==> src/rtl/prio_irq_pkg.sv <==
package prio_irq_pkg;
    localparam int IRQ_N  = 8;
    localparam int IDX_W  = $clog2(IRQ_N);
    localparam int TYPE_W = 8;
    localparam int BASE_W = TYPE_W - IDX_W;

    typedef logic [IRQ_N-1:0]  irq_vec_t;
    typedef logic [IDX_W-1:0]  irq_idx_t;
    typedef logic [TYPE_W-1:0] type_t;
    typedef logic [BASE_W-1:0] base_t;

    typedef enum logic [1:0] {
        ACK_IDLE  = 2'd0,
        ACK_WAIT2 = 2'd1,
        ACK_DRIVE = 2'd2
    } ack_state_e;

    // index of the lowest-numbered set bit (0 when none is set)
    function automatic irq_idx_t first_set(irq_vec_t v);
        irq_idx_t r;
        r = '0;
        for (int i = IRQ_N - 1; i >= 0; i--) begin
            if (v[i]) r = irq_idx_t'(i);
        end
        return r;
    endfunction

    function automatic irq_vec_t one_hot(irq_idx_t idx);
        return irq_vec_t'(1) << idx;
    endfunction
endpackage

==> src/rtl/prio_irq_capture.sv <==
module prio_irq_capture
    import prio_irq_pkg::*;
(
    input  logic     clk,
    input  logic     rst_n,
    input  logic     init_load,
    input  irq_vec_t irq_in,
    input  logic     clr_en,
    input  irq_idx_t clr_idx,
    output irq_vec_t req_o
);
    typedef struct packed {
        irq_vec_t prev;
        irq_vec_t req;
    } cap_t;

    cap_t cap_d, cap_q;
    irq_vec_t rise, clr;

    always_comb begin
        rise  = irq_in & ~cap_q.prev;
        clr   = clr_en ? one_hot(clr_idx) : '0;
        cap_d = cap_q;
        cap_d.prev = irq_in;
        cap_d.req  = (cap_q.req & ~clr) | rise;
        if (init_load) begin
            cap_d.req = '0;
        end
    end

    always_ff @(posedge clk) begin
        if (!rst_n) begin
            cap_q <= '0;
        end else begin
            cap_q <= cap_d;
        end
    end

    assign req_o = cap_q.req;

    AST_EDGE_SETS_REQ: assert property (@(posedge clk) disable iff (!rst_n)
        (!init_load && !clr_en) |=> ((req_o & $past(irq_in & ~cap_q.prev)) == $past(irq_in & ~cap_q.prev)));
endmodule

==> src/rtl/prio_irq_resolve.sv <==
module prio_irq_resolve
    import prio_irq_pkg::*;
(
    input  irq_vec_t req,
    input  irq_vec_t mask,
    input  irq_vec_t isr,
    output logic     grant,
    output irq_idx_t win_idx
);
    irq_vec_t blocked;
    irq_vec_t cand;

    // a line is blocked when it or any higher-ranked line is in service
    for (genvar g = 0; g < IRQ_N; g++) begin : g_block
        assign blocked[g] = |isr[g:0];
    end

    always_comb begin
        cand    = req & ~mask & ~blocked;
        grant   = |cand;
        win_idx = first_set(cand);
    end
endmodule

==> src/rtl/prio_irq_ack_seq.sv <==
module prio_irq_ack_seq
    import prio_irq_pkg::*;
(
    input  logic     clk,
    input  logic     rst_n,
    input  logic     init_load,
    input  logic     ack_in,
    input  logic     grant,
    input  irq_idx_t win_idx,
    input  base_t    base,
    output logic     commit,
    output irq_idx_t commit_idx,
    output logic     data_oe,
    output type_t    data_out
);
    typedef struct packed {
        ack_state_e st;
        logic       ack_prev;
        irq_idx_t   sel;
        type_t      bus;
    } seq_t;

    seq_t seq_d, seq_q;
    logic ack_rise, ack_fall;

    always_comb begin
        ack_rise   = ack_in & ~seq_q.ack_prev;
        ack_fall   = ~ack_in & seq_q.ack_prev;
        seq_d      = seq_q;
        seq_d.ack_prev = ack_in;
        commit     = 1'b0;
        commit_idx = win_idx;
        unique case (seq_q.st)
            ACK_IDLE: begin
                if (ack_rise) begin
                    seq_d.st = ACK_WAIT2;
                    if (grant) begin
                        commit    = 1'b1;
                        seq_d.sel = win_idx;
                    end else begin
                        seq_d.sel = '1;
                    end
                end
            end
            ACK_WAIT2: begin
                if (ack_rise) begin
                    seq_d.st  = ACK_DRIVE;
                    seq_d.bus = {base, seq_q.sel};
                end
            end
            ACK_DRIVE: begin
                if (ack_fall) begin
                    seq_d.st  = ACK_IDLE;
                    seq_d.bus = '0;
                end
            end
            default: seq_d.st = ACK_IDLE;
        endcase
        if (init_load) begin
            commit    = 1'b0;
            seq_d.st  = ACK_IDLE;
            seq_d.sel = '0;
            seq_d.bus = '0;
        end
    end

    always_ff @(posedge clk) begin
        if (!rst_n) begin
            seq_q <= '{st: ACK_IDLE, ack_prev: 1'b0, sel: '0, bus: '0};
        end else begin
            seq_q <= seq_d;
        end
    end

    assign data_oe  = (seq_q.st == ACK_DRIVE);
    assign data_out = seq_q.bus;

    AST_OE_NEEDS_ACK: assert property (@(posedge clk) disable iff (!rst_n)
        data_oe |-> $past(ack_in));
    AST_BUS_STEADY: assert property (@(posedge clk) disable iff (!rst_n)
        (data_oe && $past(data_oe)) |-> $stable(data_out));
endmodule

==> src/rtl/prio_irq_ctrl.sv <==
module prio_irq_ctrl
    import prio_irq_pkg::*;
(
    input  logic                    clk,
    input  logic                    rst_n,
    input  logic                    init_load,
    input  logic [BASE_W-1:0]       type_base,
    input  logic [IRQ_N-1:0]        irq_in,
    input  logic                    mask_we,
    input  logic [IRQ_N-1:0]        mask_wdata,
    input  logic                    eoi,
    input  logic                    ack_in,
    output logic                    int_out,
    output logic [TYPE_W-1:0]       data_out,
    output logic                    data_oe
);
    typedef struct packed {
        irq_vec_t mask;
        irq_vec_t isr;
        base_t    base;
    } core_t;

    core_t    core_d, core_q;
    irq_vec_t req;
    logic     grant;
    irq_idx_t win_idx;
    logic     commit;
    irq_idx_t commit_idx;
    irq_vec_t eoi_clr, isr_set;

    prio_irq_capture u_capture (
        .clk       (clk),
        .rst_n     (rst_n),
        .init_load (init_load),
        .irq_in    (irq_in),
        .clr_en    (commit),
        .clr_idx   (commit_idx),
        .req_o     (req)
    );

    prio_irq_resolve u_resolve (
        .req     (req),
        .mask    (core_q.mask),
        .isr     (core_q.isr),
        .grant   (grant),
        .win_idx (win_idx)
    );

    prio_irq_ack_seq u_ack (
        .clk        (clk),
        .rst_n      (rst_n),
        .init_load  (init_load),
        .ack_in     (ack_in),
        .grant      (grant),
        .win_idx    (win_idx),
        .base       (core_q.base),
        .commit     (commit),
        .commit_idx (commit_idx),
        .data_oe    (data_oe),
        .data_out   (data_out)
    );

    always_comb begin
        core_d  = core_q;
        eoi_clr = (eoi && (core_q.isr != '0)) ? one_hot(first_set(core_q.isr)) : '0;
        isr_set = commit ? one_hot(commit_idx) : '0;
        core_d.isr = (core_q.isr & ~eoi_clr) | isr_set;
        if (mask_we) begin
            core_d.mask = mask_wdata;
        end
        if (init_load) begin
            core_d.mask = '0;
            core_d.isr  = '0;
            core_d.base = type_base;
        end
    end

    always_ff @(posedge clk) begin
        if (!rst_n) begin
            core_q <= '0;
        end else begin
            core_q <= core_d;
        end
    end

    assign int_out = grant;

    AST_COMMIT_SETS_ISR: assert property (@(posedge clk) disable iff (!rst_n)
        (commit && !init_load) |=> core_q.isr[$past(commit_idx)]);
    AST_EOI_CLEARS_ONE: assert property (@(posedge clk) disable iff (!rst_n)
        (eoi && !commit && !init_load && core_q.isr != '0)
        |=> ($countones(core_q.isr) + 1 == $past($countones(core_q.isr))));
    AST_MASK_WRITE: assert property (@(posedge clk) disable iff (!rst_n)
        (mask_we && !init_load) |=> (core_q.mask == $past(mask_wdata)));
    AST_INIT_CLEARS: assert property (@(posedge clk) disable iff (!rst_n)
        init_load |=> (core_q.mask == '0 && core_q.isr == '0 && !data_oe && !int_out));
endmodule

==> config.mk <==
export PLATFORM = sky130hd
export DESIGN_NAME = prio_irq_ctrl
export DESIGN_NICKNAME = d
export VERILOG_FILES = /design/src/rtl/prio_irq_pkg.sv /design/src/rtl/prio_irq_capture.sv /design/src/rtl/prio_irq_resolve.sv /design/src/rtl/prio_irq_ack_seq.sv /design/src/rtl/prio_irq_ctrl.sv
export SDC_FILE = /design/constraint.sdc
export NUM_CORES = 1
export LEC_CHECK = 0
export BUFFER_PORTS_ARGS = -buffer_cell sky130_fd_sc_hd__buf_2
export CAP_MARGIN = 20
export CORE_MARGIN = 1.5
export CORE_UTILIZATION = 50
export CTS_CLUSTER_DIAMETER = 200
export DETAILED_ROUTE_END_ITERATION = 10
export PLACE_DENSITY = 0.74
export SLEW_MARGIN = 20
export SYNTH_ARGS = -nofsm -noshare
export SYNTH_HDL_FRONTEND = slang
export SYNTH_SLANG_ARGS = --single-unit
==> constraint.sdc <==
create_clock -name clk -period 2.1 [get_ports clk]
set_input_delay 0.63 -clock clk [delete_from_list [all_inputs] [get_ports clk]]
set_output_delay 0.63 -clock clk [all_outputs]
set_load 0.01 [all_outputs]
==> metrics, run 1 <==
status=finished with violations; failing checks=negative setup slack; Detail Route Antenna Nets=0; Area contributors post-synth=dfxtp_1 (44%), mux2i_1 (9.5%), nor2b_1 (6.4%), nor2_1 (4.7%), a21oi_1 (2.8%); main combinational cell family by area after synthesis=simple AND/OR/NAND/NOR gates; top layer in use=met4; post-synthesis mux area share=9.45%; final worst slack=-0.106 ns; final setup TNS=-0.106 ns; # DRC=0; Post-Syn Nets=283; final setup fails=1; gr ovfl total=0; wire per inst=14.2 um; Slew Limit Fails=0; first-pass GRT wire length=8290 um; Max Fclk=453 MHz; Slowest-stage cell, CP=or4b_4; top-count cell post-synth=dfxtp_1; NumNets Final=328; syn_area_per_cell=9.24 um2; Post-Synth XOR/XNOR Area=0%; initial DRC count=83; skew final=0.00963 ns; Synth top area share=43.8%; ANT cells=0; Post-synth top cells=dfxtp_1 (51), nor2_1 (29), nor2b_1 (24); CP Buf/Inv Count=1; vias per inst=5.32; post-synthesis simple-gate area fraction=26.2%; leading area contributor after synthesis=dfxtp_1; core outline area=0.00441 mm2; Cell variety after synth=47; Seq. cell area=0.00103 mm2; DP Wirelength=3720 um; EDFF count, synth=0; multi-input combinational cell area=0.00120 mm2; CP Data Arrival Time=1.58 ns; P_leak=1.23 nW; synthesis-to-layout area growth=17.9%; CTS tree=done; worst stage delay on the critical path=0.53 ns; # fillers=401; clk sinks=51; Post-CTS Hold Buffers=0; cts bufs inserted=5; WL met3=343 um; share of layout cells above drive strength 1=27.5%; crit path kind=register to output pin; Clock Latency Late Sink=0.30 ns; GRT Util Overall=20.9%; Slew @ Worst Pin=0.487 ns; vias in the first global route=1805; Worst-path clk slew=0.09 ns; Design Power=1.82 mW; ys async rst share=0%; die area=0.00508 mm2; Port Buf Inserts=36; Synth Area in Adders=2.15%; DR pass1 iterations=4; Detail Route met2 WL=2190 um; min Tclk post-route=2.21 ns; CP Capture Type=output pin; Critical Path Start Type=register; Boundary Pins=37; max-cap check violation count=0; Power Density=664 mW/mm2; Hold Path Class=register to register; Slew headroom=67.5%; fin crit share=105%; height of the die=71.3 um; initial antenna violation count=0; placement row count=24; Initial Util=52.8%; Mapped Cells=252; worst path cell trace=or4b_4, nand2_2, nor2_2, o21ai_2, buf_2; synthesized area=0.00233 mm2; Max Root-Sink Buffers=2; largest net degree at the start of global routing=34; ys flop type=dfxtp_1; CP Data Required Time=1.47 ns; sequential area share after synthesis=43.8%; RePlAce Congestion=0.931; routed wire length=4950 um; die width=71.3 um; count of warnings emitted by yosys=0; M1 WL=2330 um; #FFs+latches synth=51; worst-path maximum fanout=3; RSZ-0062 raised after global routing=true; CP delay by family, top=simple AND/OR/NAND/NOR gates; Root Driver=clkbuf_8; Final Hold Fails=0; vias post-DR=1863; maximum VDD drop=0.000482 V; htree depth=2; Synth Area in Compound Gates=12.7%
==> cell type report <==
cell class | instances | share of cell area [%]
Clock buffer | 5 | 2.51
Multi-Input combinational cell | 176 | 43.7
Tap cell | 52 | 2.37
Inverter | 8 | 1.09
Sequential cell | 51 | 37.4
Clock inverter | 3 | 0.683
Timing Repair Buffer | 55 | 12.2
==> layer usage <==
metal  up-vias  GRT usage (%)
li1        947              -
met1       854           30.1
met2        55           31.6
met3         7           3.94
met4         0           7.34
met5         -              0
==> logic make-up after synthesis <==
logic type | Yosys count
fa+ha+maj | 4
flops | 51
simple gates | 107
mux | 22
compound gates | 43
buf+inv | 25
==> cell usage in the layout, fill, tap and decap left out, types with 5 or more instances in the layout <==
master and n:
nor2_1 28, and2_1 9, nand2b_1 9, buf_2 36, dfxtp_1 48, clkbuf_8 5, nor2b_1 24, nand3_1 5
buf_4 18, nand2_1 9, o21ai_0 6, mux2i_1 22, a21oi_1 13, inv_1 8
==> state kept, by name, summed over array words and instances (netlist names) <==
register,cells
u_ack.seq_q,6
u_ack.data_out,8
u_capture.cap_q,8
u_capture.req_o,8
core_q,21
==> worst min-delay path: stages, from the launching register on <==
cell and delay (ns):
dfxtp_1 0.32, nand2_1 0.06, a21oi_1 0.05
==> metrics by stage <==
stage / worst slack [ns] / utilization (%) / hold slack (ns) / instance area (um2) / std cells
final: -0.106 / 62.2 / 0.467 / 2750 / 350
after global routing: -0.151 / 62.2 / 0.490 / 2750 / 350
after CTS: -0.115 / 61.8 / 0.472 / 2730 / 350
after detailed placement: 0.0797 / 59.0 / 0.447 / 2610 / 339
after global placement: 0.0825 / 59.0 / 0.441 / 2610 / 339
after floorplan: 0.206 / - / 0.427 / 2330 / 252
==> report_power, final <==
part / total [mW] / internal (mW) / leakage, nW / switching (mW)
logic: 0.255 / 0.122 / 0.759 / 0.133
registers: 1.01 / 0.997 / 0.419 / 0.0161
clock network: 0.556 / 0.235 / 0.0483 / 0.321
total: 1.82 / 1.35 / 1.23 / 0.470
==> path summary, 6_finish.rpt <==
kind | to | depth (start not counted) | slack [ns] | from
worst max-delay path | int_out | 5 | -0.11 | core_q[6]$_SDFF_PP0_
worst min-delay path | u_ack.seq_q[9]$_SDFFE_PP0P_ | 2 | 0.47 | u_ack.seq_q[9]$_SDFFE_PP0P_
worst max register to register | u_capture.req_o[6]$_SDFF_PP0_ | 6 | 0.10 | core_q[6]$_SDFF_PP0_
worst min register to register | u_ack.seq_q[9]$_SDFFE_PP0P_ | 2 | 0.47 | u_ack.seq_q[9]$_SDFFE_PP0P_
==> repair_timing <==
item,CTS,global route
gates resized for setup,7,4
setup endpoints to repair,1,8
pin swaps,3,4
setup buffers,3,0
hold endpoints to repair,0,0
No activity file was read; power rests on OpenSTA's default activity.
==> run 2, diff against run 1 <==
- SKIP_CTS_REPAIR_TIMING: default -> 1
==> run 2 against run 1 <==
- the flow still finishes with violations (negative setup slack)
- clock skew fell by 0.00079 ns
- power fell by 0.51%
- core utilization fell by 0.74 points
- sequential share of layout area rose by 0.40 points
- worst hold slack got worse by 0.0020 ns
- global-route usage fell by 0.24 points
- non-clock buffer count fell by 2
==> metrics, run 2 (same netlist as run 1, synthesis figures left out) <==
# DRC=0; Final Hold Fails=0; final setup fails=1; NumNets Final=326; RePlAce Congestion=0.931; Hold Worst Slack=0.465 ns; die area=0.00508 mm2; synthesis-to-layout area growth=16.5%; Slew Limit Fails=0; Slew @ Worst Pin=0.807 ns; Boundary Pins=37; fin crit share=107%; multi-input combinational cell area=0.00118 mm2; largest net degree at the start of global routing=34; Detail Route Antenna Nets=0; vias post-DR=1863; DP Wirelength=3720 um; r2r startpoint=core_q[6]$_SDFF_PP0_; Design Power=1.82 mW; Hold Path Origin=u_ack.seq_q[9]$_SDFFE_PP0P_; CP Data Required Time=1.47 ns; Max Root-Sink Buffers=2; crit path kind=register to output pin; vias per inst=5.35; failing checks=negative setup slack; Largest Register=core_q; Clock Latency Late Sink=0.30 ns; initial DRC count=76; ANT cells=0; gr ovfl total=0; CTS tree=done; clk sinks=51; Seq. cell area=0.00103 mm2; routed wire length=4870 um; Worst-path clk slew=0.09 ns; worst stage delay on the critical path=0.56 ns; wire per inst=14.0 um; final worst slack=-0.137 ns; max reg flops=21; # fillers=413; P_leak=1.21 nW; Critical Path Start Type=register; Slew headroom=45.9%; status=finished with violations; Port Buf Inserts=36; initial antenna violation count=0; min Tclk post-route=2.24 ns; first-pass GRT wire length=8180 um; Initial Util=52.8%; GRT Util Overall=20.7%; CP Data Arrival Time=1.61 ns; crit path launch=core_q[6]$_SDFF_PP0_; placement row count=24; maximum VDD drop=0.000482 V; Max Fclk=447 MHz; Root Driver=clkbuf_8; Slowest-stage cell, CP=or4b_4; worst-path maximum fanout=6; vias in the first global route=1770; RSZ-0062 raised after global routing=true; skew final=0.00884 ns; most common cell after layout, fill and taps aside=dfxtp_1; height of the die=71.3 um; cts bufs inserted=5; core outline area=0.00441 mm2; DR pass1 iterations=4; Power Density=669 mW/mm2; share of layout cells above drive strength 1=26.0%; die width=71.3 um; max-cap check violation count=0; commonest non-fill, non-tap cells in the layout=dfxtp_1 (49), buf_2 (36), nor2_1 (28); worst path cell trace=or4b_4, nand2_2, nor2_2, o21ai_2, buf_2; Hold Path Class=register to register; Finished Core Util=61.5%; htree depth=2; CP Capture Type=output pin
==> run 2: changes by cell type in the layout (fill, tap and decap cells not counted) <==
| cell | previous run | this run |
|---|---|---|
| dfxtp_1 | 48 | 49 |
| or3b_4 | 1 | 0 |
| nor4b_2 | 0 | 1 |
| a211oi_1 | 0 | 1 |
| dfxtp_2 | 2 | 1 |
| a211oi_2 | 1 | 0 |
| nor4b_4 | 1 | 0 |
| buf_4 | 18 | 16 |
| or3b_1 | 0 | 1 |
==> run 2: final cells by class <==
| class | count | share of cell area [%] |
|---|---|---|
| Inverter | 8 | 1.11 |
| Sequential cell | 51 | 37.8 |
| Multi-Input combinational cell | 176 | 43.7 |
| Tap cell | 52 | 2.40 |
| Clock inverter | 3 | 0.692 |
| Timing Repair Buffer | 53 | 11.8 |
| Clock buffer | 5 | 2.54 |
==> run 2: critical path: cells and delay by family, from the launching register on <==
kind | cells | cell delay [ns]
AND/OR/NAND/NOR | 3 | 0.71
flip-flops | 1 | 0.37
buffers and inverters | 1 | 0.16
AO/OA/AOI/OAI | 1 | 0.07
==> run 2: path summary, 6_finish.rpt <==
| check | to | slack (ns) | cells past startpoint |
|---|---|---|---|
| worst max-delay path | int_out | -0.14 | 5 |
| worst max register to register | u_capture.req_o[6]$_SDFF_PP0_ | 0.10 | 6 |
| worst min register to register | u_ack.seq_q[9]$_SDFFE_PP0P_ | 0.47 | 2 |
| worst min-delay path | u_ack.seq_q[9]$_SDFFE_PP0P_ | 0.47 | 2 |
==> run 2: per-stage QoR <==
stage | setup WS [ns] | TNS [ns] | std cells | cell area, um2
3_3_place_gp | 0.0825 | 0 | 339 | 2610
2_1_floorplan | 0.206 | 0 | 252 | 2330
5_1_grt | -0.177 | -0.177 | 348 | 2710
6_report | -0.137 | -0.137 | 348 | 2710
4_1_cts | -0.263 | -0.263 | 347 | 2690
3_5_place_dp | 0.0797 | 0 | 339 | 2610
==> run 2: power by group <==
part,internal [mW],leakage [nW],total [mW],switching (mW)
clock,0.235,0.0483,0.554,0.319
combinational,0.118,0.742,0.248,0.130
sequential,0.997,0.418,1.01,0.0159
==> run 2: routing by layer <==
metal	wire length, um	share of wire, %	GRT usage, %
met4	89	1.8	7.34
met3	274	5.6	3.94
met2	2150	44	31.1
met5	0	0	0
met1	2360	48	29.9
==> run 3, diff against run 2 <==
==> constraint.sdc (replaced) <==
create_clock -name clk -period 2.1 [get_ports clk]
set_input_delay 0.21 -clock clk [delete_from_list [all_inputs] [get_ports clk]]
set_output_delay 0.21 -clock clk [all_outputs]
set_load 0.01 [all_outputs]
==> run 3 against run 2 <==
- the flow now finishes without violations
- wire length shrank 6.1%
- non-clock buffer count is 13 lower
- sequential share of layout area grew 1.6 points
- maximum frequency grew 16%
- combinational power down 13%
- die area unchanged
==> metrics, run 3 (same netlist as run 1, synthesis figures left out) <==
htree depth=2; r2r startpoint=core_q[5]$_SDFF_PP0_; vias per inst=5.36; Worst-path clk slew=0.09 ns; # DRC=0; Finished Core Util=58.7%; Boundary Pins=37; CP Data Required Time=1.89 ns; routed wire length=4580 um; commonest non-fill, non-tap cells in the layout=dfxtp_1 (51), buf_2 (36), nor2_1 (29); max-cap check violation count=0; final setup TNS=0 ns; worst stage delay on the critical path=0.41 ns; Design Power=1.78 mW; max reg flops=21; fin crit share=91.8%; Max Root-Sink Buffers=2; status=complete, no violations; RSZ-0062 raised after global routing=false; clk sinks=51; Seq. cell area=0.00102 mm2; maximum VDD drop=0.000336 V; Port Buf Inserts=36; first-pass GRT wire length=7670 um; Hold Path Class=input port to register; Initial Util=52.8%; Slew headroom=56.2%; vias post-DR=1797; skew final=0.00691 ns; Clock Latency Late Sink=0.30 ns; min Tclk post-route=1.93 ns; ANT cells=0; Slowest-stage cell, CP=or3_4; Detail Route Antenna Nets=0; crit path launch=core_q[5]$_SDFF_PP0_; Largest Register=core_q; GRT Util Overall=18.9%; NumNets Final=313; CP Capture Type=output pin; CP delay by family, top=simple AND/OR/NAND/NOR gates; die width=71.3 um; worst-path maximum fanout=8; initial antenna violation count=0; multi-input combinational cell area=0.00118 mm2; synthesis-to-layout area growth=11.2%; RePlAce Congestion=0.898; CTS tree=done; wire per inst=13.7 um; Hold Path Origin=irq_in[1]; crit path kind=register to output pin; Slew @ Worst Pin=0.655 ns; DP Wirelength=3480 um; height of the die=71.3 um; gr ovfl total=0; worst path cell trace=or3_4, a21oi_2, nor2_1, o21ai_1, buf_2; final setup fails=0; Slew Limit Fails=0; die area=0.00508 mm2; Max Fclk=519 MHz; vias in the first global route=1714; DR pass1 iterations=4; most common cell after layout, fill and taps aside=dfxtp_1; core outline area=0.00441 mm2; CP Data Arrival Time=1.72 ns; Root Driver=clkbuf_8; placement row count=24; Final Hold Fails=0; Power Density=688 mW/mm2; CP Buf/Inv Count=1; P_leak=1.13 nW; Hold Worst Slack=0.118 ns; Critical Path Start Type=register; initial DRC count=116; # fillers=409; cts bufs inserted=5; share of layout cells above drive strength 1=20.8%; largest net degree at the start of global routing=20
[run 3: final timing paths]
path | to | slack, ns | cells past startpoint
worst max-delay path | int_out | 0.17 | 5
worst min-delay path | u_capture.cap_q[9]$_SDFF_PN0_ | 0.12 | 2
worst max register to register | u_capture.req_o[2]$_SDFF_PP0_ | 0.22 | 5
worst min register to register | u_ack.seq_q[9]$_SDFFE_PP0P_ | 0.45 | 2
[run 3: power breakdown]
part           internal, mW  switching, mW
clock                 0.233          0.317
sequential            0.999         0.0173
combinational        0.0985          0.118
total                  1.33          0.452
[run 3: through the flow]
step	setup WS [ns]	cells	cell area (um2)
floorplan	0.262	252	2330
global placement	0.303	327	2500
detailed placement	0.257	327	2500
CTS	0.114	335	2590
global route	0.0769	335	2590
finish	0.172	335	2590
[run 3: area by class of cell]
cell class	instances	share of cell area [%]
clock buffers	6	2.80
clock inverters	2	0.483
inverters	8	1.16
multi-input cells	176	45.5
flip-flops and latches	51	39.4
well taps	52	2.51
repair buffers	40	8.12
[run 3: routing by layer]
metal	global-route usage, %	up-vias	part of all wire [%]
met5	0	-	0
met4	6.92	0	0.55
met3	2.95	2	3.9
met2	30.2	34	46
met1	25.8	837	50
li1	-	924	-
